**config.mk**
```make
export PLATFORM = sky130hd
export DESIGN_NAME = sync_byte_rx
export DESIGN_NICKNAME = d
export VERILOG_FILES = /design/src/rtl/sbr_pkg.sv /design/src/rtl/sbr_sync.sv /design/src/rtl/sbr_clkgen.sv /design/src/rtl/sbr_shifter.sv /design/src/rtl/sync_byte_rx.sv
export SDC_FILE = /design/constraint.sdc
export NUM_CORES = 1
export LEC_CHECK = 0
export ABC_AREA = 1
export BUFFER_PORTS_ARGS = -buffer_cell sky130_fd_sc_hd__buf_4
export CAP_MARGIN = 20
export CORE_ASPECT_RATIO = 1.2
export CORE_MARGIN = 5
export CORE_UTILIZATION = 55
export CTS_CLUSTER_SIZE = 20
export DETAILED_ROUTE_END_ITERATION = 10
export PLACE_DENSITY = 0.84
export SLEW_MARGIN = 20
export SYNTH_ARGS = -nofsm -noshare
export SYNTH_HDL_FRONTEND = slang
export SYNTH_SLANG_ARGS = --single-unit
```
**constraint.sdc**
```tcl
create_clock -name clk -period 3.93 [get_ports clk]
set_input_delay 0.393 -clock clk [delete_from_list [all_inputs] [get_ports clk]]
set_output_delay 0.393 -clock clk [all_outputs]
set_load 0.01 [all_outputs]
```
**src/rtl/sbr_pkg.sv**
```systemverilog
`timescale 1ns/1ps
package sbr_pkg;
   // largest supported rate field width; keeps the divider counter at most 32 bits
   localparam int SBR_MAX_RATE_W = 5;

   // source of the bit-sampling edge
   typedef enum logic {
      SRC_EXTERNAL = 1'b0,
      SRC_INTERNAL = 1'b1
   } clk_src_e;
endpackage

```
**src/rtl/sbr_sync.sv**
```systemverilog
`timescale 1ns/1ps
module sbr_sync #(
   parameter int STAGES = 2,
   parameter int WIDTH  = 2,
   parameter logic [WIDTH-1:0] RST_VAL = '1
) (
   input  logic             clk,
   input  logic             rst_n,
   input  logic [WIDTH-1:0] d,
   output logic [WIDTH-1:0] q
);
   logic [STAGES-1:0][WIDTH-1:0] chain;

   always_ff @(posedge clk or negedge rst_n) begin
      if (!rst_n) begin
         for (int s = 0; s < STAGES; s++) chain[s] <= RST_VAL;
      end else begin
         chain[0] <= d;
         for (int s = 1; s < STAGES; s++) chain[s] <= chain[s-1];
      end
   end

   assign q = chain[STAGES-1];
endmodule

```
**src/rtl/sbr_clkgen.sv**
```systemverilog
`timescale 1ns/1ps
module sbr_clkgen #(
   parameter int RATE_W = 4
) (
   input  logic              clk,
   input  logic              rst_n,
   input  logic              run,
   input  logic              stop_req,
   input  logic              at_boundary,
   input  logic [RATE_W-1:0] rate_sel,
   output logic              clk_o,
   output logic              rise_tick
);
   localparam int DIV_W = 1 << RATE_W;

   logic [DIV_W-1:0] div_cnt;
   logic [DIV_W-1:0] half_m1;
   logic             park;
   logic             wrap;

   assign half_m1   = (DIV_W'(1) << rate_sel) - DIV_W'(1);
   assign park      = clk_o && at_boundary && stop_req;
   assign wrap      = (div_cnt == half_m1);
   assign rise_tick = run && !park && wrap && !clk_o;

   always_ff @(posedge clk or negedge rst_n) begin
      if (!rst_n) begin
         clk_o   <= 1'b1;
         div_cnt <= '0;
      end else if (!run || park) begin
         clk_o   <= 1'b1;
         div_cnt <= '0;
      end else if (wrap) begin
         clk_o   <= ~clk_o;
         div_cnt <= '0;
      end else begin
         div_cnt <= div_cnt + 1'b1;
      end
   end
endmodule

```
**src/rtl/sbr_shifter.sv**
```systemverilog
`timescale 1ns/1ps
module sbr_shifter #(
   parameter int DATA_W = 8
) (
   input  logic              clk,
   input  logic              rst_n,
   input  logic              en,
   input  logic              tick,
   input  logic              bit_in,
   input  logic              host_rd,
   input  logic              ovr_clr,
   output logic [DATA_W-1:0] hold,
   output logic              ready,
   output logic              ovr,
   output logic              at_boundary,
   output logic              done
);
   localparam int CNT_W = $clog2(DATA_W);
   localparam logic [CNT_W-1:0] LAST = CNT_W'(DATA_W - 1);

   logic [DATA_W-1:0] shreg;
   logic [DATA_W-1:0] next_word;
   logic [CNT_W-1:0]  cnt;
   logic              blocked;

   assign next_word   = {bit_in, shreg[DATA_W-1:1]};
   assign done        = tick && (cnt == LAST);
   assign blocked     = ovr || (ready && !host_rd);
   assign at_boundary = (cnt == '0);

   always_ff @(posedge clk or negedge rst_n) begin
      if (!rst_n) begin
         shreg <= '0;
         cnt   <= '0;
         hold  <= '0;
         ready <= 1'b0;
         ovr   <= 1'b0;
      end else if (!en) begin
         shreg <= '0;
         cnt   <= '0;
         ready <= 1'b0;
         ovr   <= 1'b0;
      end else begin
         if (tick) begin
            shreg <= next_word;
            cnt   <= (cnt == LAST) ? '0 : cnt + 1'b1;
         end
         if (done && !blocked) begin
            hold  <= next_word;
            ready <= 1'b1;
         end else if (host_rd) begin
            ready <= 1'b0;
         end
         if (done && blocked) ovr <= 1'b1;
         else if (ovr_clr)    ovr <= 1'b0;
      end
   end
endmodule

```
**src/rtl/sync_byte_rx.sv**
```systemverilog
`timescale 1ns/1ps
module sync_byte_rx
   import sbr_pkg::*;
#(
   parameter int DATA_W      = 8,
   parameter int RATE_W      = 4,
   parameter int SYNC_STAGES = 2,
   parameter bit MASTER_EN   = 1'b1
) (
   input  logic              clk,
   input  logic              rst_n,
   input  logic              en,
   input  logic              master_sel,
   input  logic [RATE_W-1:0] rate_sel,
   input  logic              stop_req,
   input  logic              ser_clk_i,
   input  logic              ser_dat_i,
   output logic              ser_clk_o,
   input  logic              host_rd,
   output logic [DATA_W-1:0] rx_data,
   output logic              rx_ready,
   output logic              rx_ovr,
   input  logic              ovr_clr
);
   // elaboration-time parameter checks
   if (SYNC_STAGES < 2) begin : g_bad_sync
      $error("sync_byte_rx: SYNC_STAGES must be at least 2");
   end
   if (RATE_W < 1 || RATE_W > SBR_MAX_RATE_W) begin : g_bad_rate
      $error("sync_byte_rx: RATE_W out of range");
   end
   if (DATA_W < 2) begin : g_bad_data
      $error("sync_byte_rx: DATA_W must be at least 2");
   end

   clk_src_e   src;
   logic [1:0] sync_q;
   logic       s_clk, s_dat, s_clk_q;
   logic       slv_rise, mst_rise, tick;
   logic       at_boundary_w, done_w;

   assign src = (MASTER_EN && master_sel) ? SRC_INTERNAL : SRC_EXTERNAL;

   sbr_sync #(
      .STAGES (SYNC_STAGES),
      .WIDTH  (2),
      .RST_VAL(2'b11)
   ) i_sync (
      .clk  (clk),
      .rst_n(rst_n),
      .d    ({ser_clk_i, ser_dat_i}),
      .q    (sync_q)
   );

   assign s_clk = sync_q[1];
   assign s_dat = sync_q[0];

   always_ff @(posedge clk or negedge rst_n) begin
      if (!rst_n) s_clk_q <= 1'b1;
      else        s_clk_q <= s_clk;
   end

   assign slv_rise = s_clk && !s_clk_q;

   if (MASTER_EN) begin : g_master
      sbr_clkgen #(.RATE_W(RATE_W)) i_clkgen (
         .clk        (clk),
         .rst_n      (rst_n),
         .run        (en && (src == SRC_INTERNAL)),
         .stop_req   (stop_req),
         .at_boundary(at_boundary_w),
         .rate_sel   (rate_sel),
         .clk_o      (ser_clk_o),
         .rise_tick  (mst_rise)
      );
   end else begin : g_slave_only
      assign ser_clk_o = 1'b1;
      assign mst_rise  = 1'b0;
   end

   assign tick = (src == SRC_INTERNAL) ? mst_rise : slv_rise;

   sbr_shifter #(.DATA_W(DATA_W)) i_shifter (
      .clk        (clk),
      .rst_n      (rst_n),
      .en         (en),
      .tick       (tick),
      .bit_in     (s_dat),
      .host_rd    (host_rd),
      .ovr_clr    (ovr_clr),
      .hold       (rx_data),
      .ready      (rx_ready),
      .ovr        (rx_ovr),
      .at_boundary(at_boundary_w),
      .done       (done_w)
   );
endmodule

```
Yosys cells after proc, flatten, opt, wreduce, memory -nomap -nowiden
Cells that the tools add are included.
{"block": "word_totals", "wordCells": 59, "reg_bits": 43}
{"block": "op_classes", "bitwise": 1, "muxes": 17, "addsub": 3, "eq_ne": 5, "shifts": 1, "reduce_logical": 22}
{"op": "16-bit two-way mux", "count": 2}
{"op": "16-bit by 1-bit adder with 16-bit output, second input constant", "count": 1}
{"op": "16-bit equality test", "count": 1}
{"op": "8-bit two-way mux", "count": 2}
{"op": "1-bit by 4-bit << shifter with 16-bit output, first input constant", "count": 1}
{"op": "16-bit by 2-bit subtractor with 16-bit output, second input constant", "count": 1}
{"op": "1-bit logical AND", "count": 11}
{"op": "1-bit two-way mux", "count": 10}
{"op": "3-bit two-way mux", "count": 3}
{"op": "1-bit zero test", "count": 6}
{"op": "3-bit by 1-bit != test with 1-bit output, second input constant", "count": 2}
{"op": "3-bit by 1-bit adder with 3-bit output, second input constant", "count": 1}
{"op": "3-bit equality test, second input constant", "count": 1}
{"op": "3-bit zero test", "count": 1}
{"op": "1-bit logical OR", "count": 2}
{"op": "2-bit by 1-bit != test with 1-bit output, second input constant", "count": 1}
{"op": "2-bit AND reduction", "count": 1}
{"op": "2-bit nonzero test", "count": 1}
{"op": "1-bit inverter", "count": 1}

Longest topological paths before layout
Gate-level depths: netlist of the first run.
{"block": "depth", "depth_word": 12, "mapped_depth": 19, "mapped_depth_nobuf": 17}

Hierarchy
From an unflattened synthesis of the first run, not the netlist that was laid out.
{"block": "hier_totals", "hier_cells": 354, "hier_area_um2": 2636.3}
{"module": "sbr_clkgen", "seq_area_each_um2": 426.7, "instances": 1, "cells_each": 235, "area_each_um2": 1486.4}
{"module": "sbr_shifter", "seq_area_each_um2": 500.5, "instances": 1, "cells_each": 105, "area_each_um2": 975.9}
{"module": "sbr_sync", "seq_area_each_um2": 105.1, "instances": 1, "cells_each": 6, "area_each_um2": 120.1}
{"module": "sync_byte_rx", "seq_area_each_um2": 26.3, "instances": 1, "cells_each": 8, "area_each_um2": 53.8}

Least setup slack after synthesis of the first run
OpenSTA, ideal clock, no wires.
{"block": "synth_timing", "kind": "input to register", "startpoint": "in rate_sel[2]", "endpoint": "reg i_shifter.hold[0]", "setup_slack_ps": 1666, "required_ps": 3813, "cell_stages": 18, "arrival_ps": 2147, "path_cell_list": "buf_6 > nor2_4 > buf_6 > nand2_1 > ha_1 > a21oi_1 > nand2_1 > nor2_1 > nand2_1 > nor2_1 > nand2_1 > nor2_1 > nand3_1 > nand2_2 > buf_6 > nand3_4 > nand2_1 > nand2_1"}
{"block": "synth_between", "elab_chain_len": 9}
{"item": "start: declaration", "line_no": "sync_byte_rx.sv:14", "source": "input logic [RATE_W-1:0] rate_sel,"}
{"item": "1-bit by 4-bit << shifter with 16-bit output", "line_no": "sbr_clkgen.sv:21", "source": "assign half_m1 = (DIV_W'(1) << rate_sel) - DIV_W'(1);"}
{"item": "16-bit by 2-bit subtractor with 16-bit output", "line_no": "sbr_clkgen.sv:21"}
{"item": "16-bit equality test", "line_no": "sbr_clkgen.sv:23", "source": "assign wrap = (div_cnt == half_m1);"}
{"item": "1-bit logical AND (2 in series)", "line_no": "sbr_clkgen.sv:24", "source": "assign rise_tick = run && !park && wrap && !clk_o;"}
{"item": "1-bit two-way mux", "line_no": "sync_byte_rx.sv:81", "source": "assign tick = (src == SRC_INTERNAL) ? mst_rise : slv_rise;"}
{"item": "1-bit logical AND", "line_no": "sbr_shifter.sv:27", "source": "assign done = tick && (cnt == LAST);"}
{"item": "1-bit logical AND", "line_no": "sbr_shifter.sv:48", "source": "if (done && !blocked) begin"}
{"item": "2-bit AND reduction (no source line)"}
{"item": "end signal: assignment", "line_no": "sbr_shifter.sv:49", "source": "hold <= next_word;"}
{"item": "end: declaration", "line_no": "sbr_shifter.sv:12", "source": "output logic [DATA_W-1:0] hold,"}
No other way between the ends.
A chain may end at the register's enable or synchronous reset.

Final worst setup path of the first run
{"block": "layout_timing", "startpoint": "in rate_sel[2]", "endpoint": "reg i_shifter.hold[4]"}
The elaborated chain is that of the path after synthesis.

==> qor.yml, run 1 <==
outcome:
  status: "finished clean"
place:
  port_buffers: 23
  dp_cells: 399
  dpl.hpwl_mm: 3.73
  gp_congestion: 0.858
  dp_slack_ns: 1.24
worst_setup_path:
  r2r_start: "i_shifter.cnt[0]"
  crit_start: "rate_sel[2]"
  crit_path_start_kind: "input pin"
  path_cells: "buf_4 > nor2_4 > nand2_1 > ha_1 > a21oi_1 > nand2_1 > nor2_1 > nand2_1 > nor2_1 > nand2_1 > nor2_1 > nand3_1 > nand2_2 > nand3_4 > nand2_1 > nand2_1"
  crit_top_cell: "nand2_1"
  critPathBufInv: 1
  required_ns: 4.12
  crit_arrival_ns: 2.56
  worst_setup_path_end_kind: "flip-flop"
  cp_top_family: "simple AND/OR/NAND/NOR gates"
  worstSetupPathType: "input pin to flip-flop"
  critPathMaxStageDelay_ns: 0.32
  cp_slowest_cell: "nand2_2"
  crit_fanout: 22
cells_and_area:
  seqCellArea_um2: 1060
  drive_gt1_share_pct: 14.5
  area_growth_pct: 10.6
  multi_input_area_um2: 1150
  fillers: 395
  fin_cells: 407
  diodes: 0
  fin_nets: 368
  postLayoutCoreUtil_pct: 63.2
clock_network:
  cts_setup_buffers: 0
  root_buffer: "clkbuf_8"
  cts_tree: "built"
  clk_pin_slew_ns: 0.08
  post_cts_resized: 0
  cts_inserted_buffers: 5
  cts_sinks: 42
  insertion_delay_ns: 0.30
  htreeDepth: 2
  holdBufCountCts: 0
  cts.path.max_buffers: 2
synth:
  synth_top_area_share_pct: 37.0
  synth-seq-cells: 42
  ys_top_cells_by_area: "dfrtp_1 (37%), nand2_1 (18%), dfstp_2 (6.5%)"
  yosys.area.top_type: "dfrtp_1"
  ys_seq_area_share_pct: 43.5
  syn_nets: 347
  synthDistinctLibCells: 32
  syn_avg_cell_area_um2: 7.40
  yosysWarnings: 0
  synth_cells: 329
  netlist_area_um2: 2430
sta:
  period_minus_slack_ns: 2.37
  setup_tns_ns: 0
  post-route-period-util_pct: 60.4
  finalHoldViolations: 0
  setup_viol: 0
  timing.slew.headroom_pct: 61.5
  fin_ws_ns: 1.56
  worst_pin_slew_ns: 0.571
  rsz0062_at_grt: "false"
  max_freq_ghz: 0.422
  finalClockSkew_ns: 0.00603
  maxSlewViolCount: 0
drt:
  wl_per_cell_um: 12.4
  drt_iter0_markers: 154
  dr.pass1.iters: 4
  vias: 2104
  drt_wl_total_mm: 5.03
  ant_nets: 0
  vias_per_cell: 5.17
  drc_errors: 0
hold_path:
  hold_path.class: "input pin to asynchronous set/reset pin"
power_and_ir_drop:
  power_frac_comb_pct: 10.8
  p_clk_share_pct: 34.7
  p_sw_uw: 213
  irDropWorstVdd_mv: 0.235
  p_int_uw: 616
  seqPwrFrac_pct: 54.5
  power_density_nw_per_um2: 308
  power.total_uw: 829
  p_leak_nw: 1.44
  p_sw_share_pct: 25.7
floorplanning:
  die_w_um: 70.7
  num_rows: 26
  chipHeight_um: 82.9
  start_util_pct: 57.1
  core_area_um2: 4260
  die-area_um2: 5860
  io_pins: 24
global_routing:
  grt_pass1_wl_mm: 8.87
  antenna_found_initial: 0
  overflow: 0
  grt_usage_pct: 18.4
  grt_pass1_vias: 2026
  grt_max_degree: 43
run:
  drv_cap: 0
[worst reg2reg max path, delay by kind of cell (launching register included)]
| family | cells | cell delay (ns) |
|---|---|---|
| compound gates | 1 | 0.49 |
| fa+ha+maj | 1 | 0.14 |
| buf+inv | 1 | 0.08 |
| flops | 1 | 0.43 |
| simple gates | 7 | 1.03 |
[power by group through the flow]
stage	clock, mW	sequential [mW]	combinational (mW)
2_1_floorplan	0	0.458	0.0612
3_3_place_gp	0	0.459	0.0870
3_5_place_dp	0	0.460	0.0905
4_1_cts	0.296	0.451	0.0908
5_1_grt	0.315	0.453	0.104
6_report	0.288	0.452	0.0897
[layout make-up]
type	count	area share, %
repair buffers	23	6.41
well taps	56	2.60
clock buffers	7	3.21
multi-input cells	239	42.8
clock inverters	1	0.186
flip-flops and latches	42	39.3
inverters	39	5.44
[state kept, by name, indices dropped and copies added, names as in the netlist]
name                       flops
i_sync.q                       2
i_shifter.hold                 8
i_sync.chain                   2
i_shifter.ovr                  1
i_shifter.shreg                7
i_shifter.ready                1
s_clk_q                        1
i_shifter.cnt                  3
g_master.i_clkgen.clk_o        1
g_master.i_clkgen.div_cnt     16
[worst paths after layout]
kind,endpoint,depth (start not counted),slack [ns]
max,i_shifter.hold[4],16,1.56
min,i_shifter.ovr,1,0.07
max reg2reg,i_shifter.cnt[2],10,1.69
min reg2reg,i_sync.q[1],0,0.36
max in group asynchronous,g_master.i_clkgen.clk_o,1,3.47
min in group clk,i_sync.chain[1],1,0.20
[stage by stage]
stage | area, um^2 | hold WS (ns)
CTS | 2690 | 0.0897
floorplan | 2430 | 0.0974
finish | 2690 | 0.0728
global placement | 2600 | 0.346
detailed placement | 2600 | 0.347
global route | 2690 | 0.109
[cell families after synthesis]
| kind of cell | after synthesis | synth area share (%) |
|---|---|---|
| simple gates | 215 | 39.6 |
| buf+inv | 48 | 9.15 |
| flops | 42 | 43.5 |
| compound gates | 12 | 2.72 |
| xor+xnor | 7 | 2.52 |
| fa+ha+maj | 5 | 2.57 |
[per-layer routing]
layer | wire length, um | track usage (%) | up-vias
met4 | 58 | 5.98 | 0
met5 | 0 | 0 | -
li1 | - | - | 1066
met1 | 2150 | 22.5 | 999
met3 | 155 | 3.86 | 7
met2 | 2670 | 31.8 | 32
[cells in the mapped netlist (all sizes together)]
library cell  instances
nand2               122
inv                  39
nor3                  4
ha                    5
nand3                30
nand3b                3
nand4                 9
dfrtp                36
a21o                  1
nor2                 42
buf                   7
or2                   1
xor2                  6
nor4                  1
o311ai                1
dfstp                 6
xnor2                 1
o21ai                 4
a21oi                 6
clkbuf                2
nor3b                 3
[cell usage in the layout, fill, tap and decap left out, drive strengths merged]
master	count
buf	23
nor3b	3
nand2	122
clkbuf	7
nor4	1
nor3	4
dfrtp	36
nand3b	3
xnor2	1
inv	39
clkinv	1
nand4	9
ha	5
o21ai	4
a21o	1
o311ai	1
dfstp	6
nand3	30
nor2	42
a21oi	6
xor2	6
or2	1
Note: power is estimated with default switching activity, not from simulation.
==> run 2: changes to the inputs <==
Settings changed: ABC_AREA 1 to 0.
Clock period 3.93 ns to 2.2 ns, I/O delays scaled along.
==> qor.yml, run 2 <==
cells_and_area:
  postLayoutCoreUtil_pct: 69.3
  finalInstanceArea_um2: 2910
  final_common_cell: "buf_4"
  multi_input_area_um2: 1290
  largest_registers: "g_master.i_clkgen.div_cnt: 16 flops, i_shifter.hold: 8 flops, i_shifter.shreg: 7 flops"
  diodes: 0
  largest_reg_flops: 16
  layout_common_cells: "buf_4 (43), nor2_1 (38), dfrtp_1 (36)"
  drive_gt1_share_pct: 29.6
  fin_nets: 308
  regMostFlops: "g_master.i_clkgen.div_cnt"
  fin_cells: 347
  seqCellArea_um2: 1060
  fillers: 314
  area_growth_pct: 24.1
synth:
  synth_edf_count: 0
  syn_nets: 265
  ys_seq_area_share_pct: 45.2
  syn_avg_cell_area_um2: 9.49
  synthDistinctLibCells: 50
  synth_most_common_cell: "nor2_1"
  yosys-top-cells-count: "nor2_1 (38), dfrtp_1 (36), nand2_1 (24)"
  synth_ff_type: "dfrtp_1"
  async_flop_share_pct: 100
  netlist_area_um2: 2340
  yosys.area.top_type: "dfrtp_1"
  synth-seq-cells: 42
  synth_top_area_share_pct: 38.4
  synth_cells: 247
  ys_top_cells_by_area: "dfrtp_1 (38%), dfstp_2 (6.7%), nor2_1 (6.1%)"
  yosysWarnings: 0
sta:
  finalClockSkew_ns: 0.0115
  finalHoldViolations: 0
  maxSlewViolCount: 0
  period_minus_slack_ns: 2.55
  worst_pin_slew_ns: 0.522
  max_freq_ghz: 0.393
  setup_viol: 36
  setup_tns_ns: -6.47
  fin_ws_ns: -0.348
  timing.slew.headroom_pct: 65.2
  hold_ws_ns: 0.0421
  post-route-period-util_pct: 116
  rsz0062_at_grt: "true"
floorplanning:
  die-area_um2: 5670
  num_rows: 26
  io_pins: 24
  chipHeight_um: 81.5
  die_w_um: 69.6
  start_util_pct: 55.8
  core_area_um2: 4200
clock_network:
  cts_sinks: 42
  insertion_delay_ns: 0.29
  cts_inserted_buffers: 5
  clk_pin_slew_ns: 0.08
  cts_tree: "built"
  root_buffer: "clkbuf_8"
  cts.path.max_buffers: 2
  htreeDepth: 2
drt:
  drt_iter0_markers: 109
  drt_wl_total_mm: 5.47
  vias: 1958
  drc_errors: 0
  vias_per_cell: 5.64
  ant_nets: 0
  wl_per_cell_um: 15.8
  dr.pass1.iters: 4
worst_setup_path:
  r2r_end: "i_shifter.hold[3]"
  path_cells: "buf_6 > or4_4 > ha_4 > and2_1 > or3_4 > a221oi_2 > and4_4 > o21ai_4 > mux2_4"
  r2r_start: "g_master.i_clkgen.div_cnt[3]"
  worstSetupPathType: "input pin to flip-flop"
  reg2reg_depth: 7
  crit_fanout: 8
  worst_setup_path_end_kind: "flip-flop"
  cp_slowest_cell: "or4_4"
  reg2reg_slack_ns: 0
  critPathMaxStageDelay_ns: 0.55
  crit_path_start_kind: "input pin"
  required_ns: 2.38
  crit_arrival_ns: 2.72
global_routing:
  grt_max_degree: 43
  overflow: 0
  grt_pass1_vias: 2077
  grt_usage_pct: 21.6
  grt_pass1_wl_mm: 9.81
  antenna_found_initial: 0
power_and_ir_drop:
  irDropWorstVdd_mv: 0.451
  p_leak_nw: 1.29
  power_density_nw_per_um2: 496
  power.total_mw: 1.44
hold_path:
  whs_endpoint: "i_sync.chain[0]"
  hold_depth: 1
  hold_path.class: "input pin to flip-flop"
  worstHoldStart: "ser_dat_i"
place:
  dp_cells: 334
  gp_congestion: 0.876
  place_area_um2: 2700
  dp_slack_ns: -0.856
  port_buffers: 23
  dpl.hpwl_mm: 3.79
outcome:
  status: "finished, violations left"
  violations: "negative setup slack"
run:
  drv_cap: 0
-- run 2: cell count changes in the layout (fill, tap and decap cells not counted), sizes merged, moves of 4 or more --
cell	delta
nand4	-6
nor2	-4
mux2	+8
o21ai	+12
buf	+23
and2	+5
a21oi	+10
and3	+6
xnor2	+7
nand2	-98
nand3	-23
inv	-31
-- run 2: kinds of logic after synthesis --
group / share of synthesized area, %
AOI/OAI and AO/OA: 15.3
xor gates and xnor gates: 6.35
adders and majority gates: 3.10
buffers and inverters: 4.22
DFF: 45.2
muxes: 5.55
and+or+nand+nor: 20.3
-- run 2: timing repair --
| action | 4_1_cts | 5_1_grt |
|---|---|---|
| cloned | 1 | 0 |
| pin swaps | 11 | 5 |
| endpoints found under the hold margin | 36 | 0 |
| endpoints found under the setup margin | 37 | 37 |
| gates resized for setup | 21 | 10 |
| buffers inserted | 3 | 0 |
| hold buffers | 1 | 0 |
-- run 2: final cells by class --
cell class              count  area share, %
well taps                  56           2.41
flip-flops and latches     42           36.4
clock buffers               8           3.10
repair buffers             47           12.6
inverters                   8           1.03
multi-input cells         186           44.4
-- run 2: worst max-delay path by stage --
stage | from | end | slack, ns | cells past startpoint
2_1_floorplan | rate_sel[3] | i_shifter.hold[0] | -0.69 | 12
6_report | rate_sel[0] | i_shifter.hold[3] | -0.35 | 9
5_1_grt | rate_sel[0] | i_shifter.cnt[2] | -0.44 | 10
4_1_cts | rate_sel[0] | i_shifter.hold[2] | -0.38 | 10
3_5_place_dp | rate_sel[2] | i_shifter.hold[5] | -0.86 | 10
3_3_place_gp | rate_sel[2] | i_shifter.hold[5] | -0.77 | 10
-- run 2: per-layer routing --
layer  vias to the layer above  part of all wire (%)  global-route usage (%)
met2                        54                    55                    40.1
li1                        945                     -                       -
met1                       947                    40                    25.3
met4                         0                   1.9                    8.20
met3                        12                   3.7                    3.18
met5                         -                     0                       0
-- run 2: where the power goes --
part / internal (mW) / switching, mW / total (mW)
combinational: 0.0649 / 0.0887 / 0.154
sequential: 0.783 / 0.00570 / 0.789
clock: 0.256 / 0.243 / 0.499
-- run 2: critical path: cells and delay by family --
family	cells	cell delay, ns
and+or+nand+nor	4	1.40
adders and majority gates	1	0.22
buffers and inverters	1	0.09
muxes	1	0.34
AOI/OAI and AO/OA	2	0.44
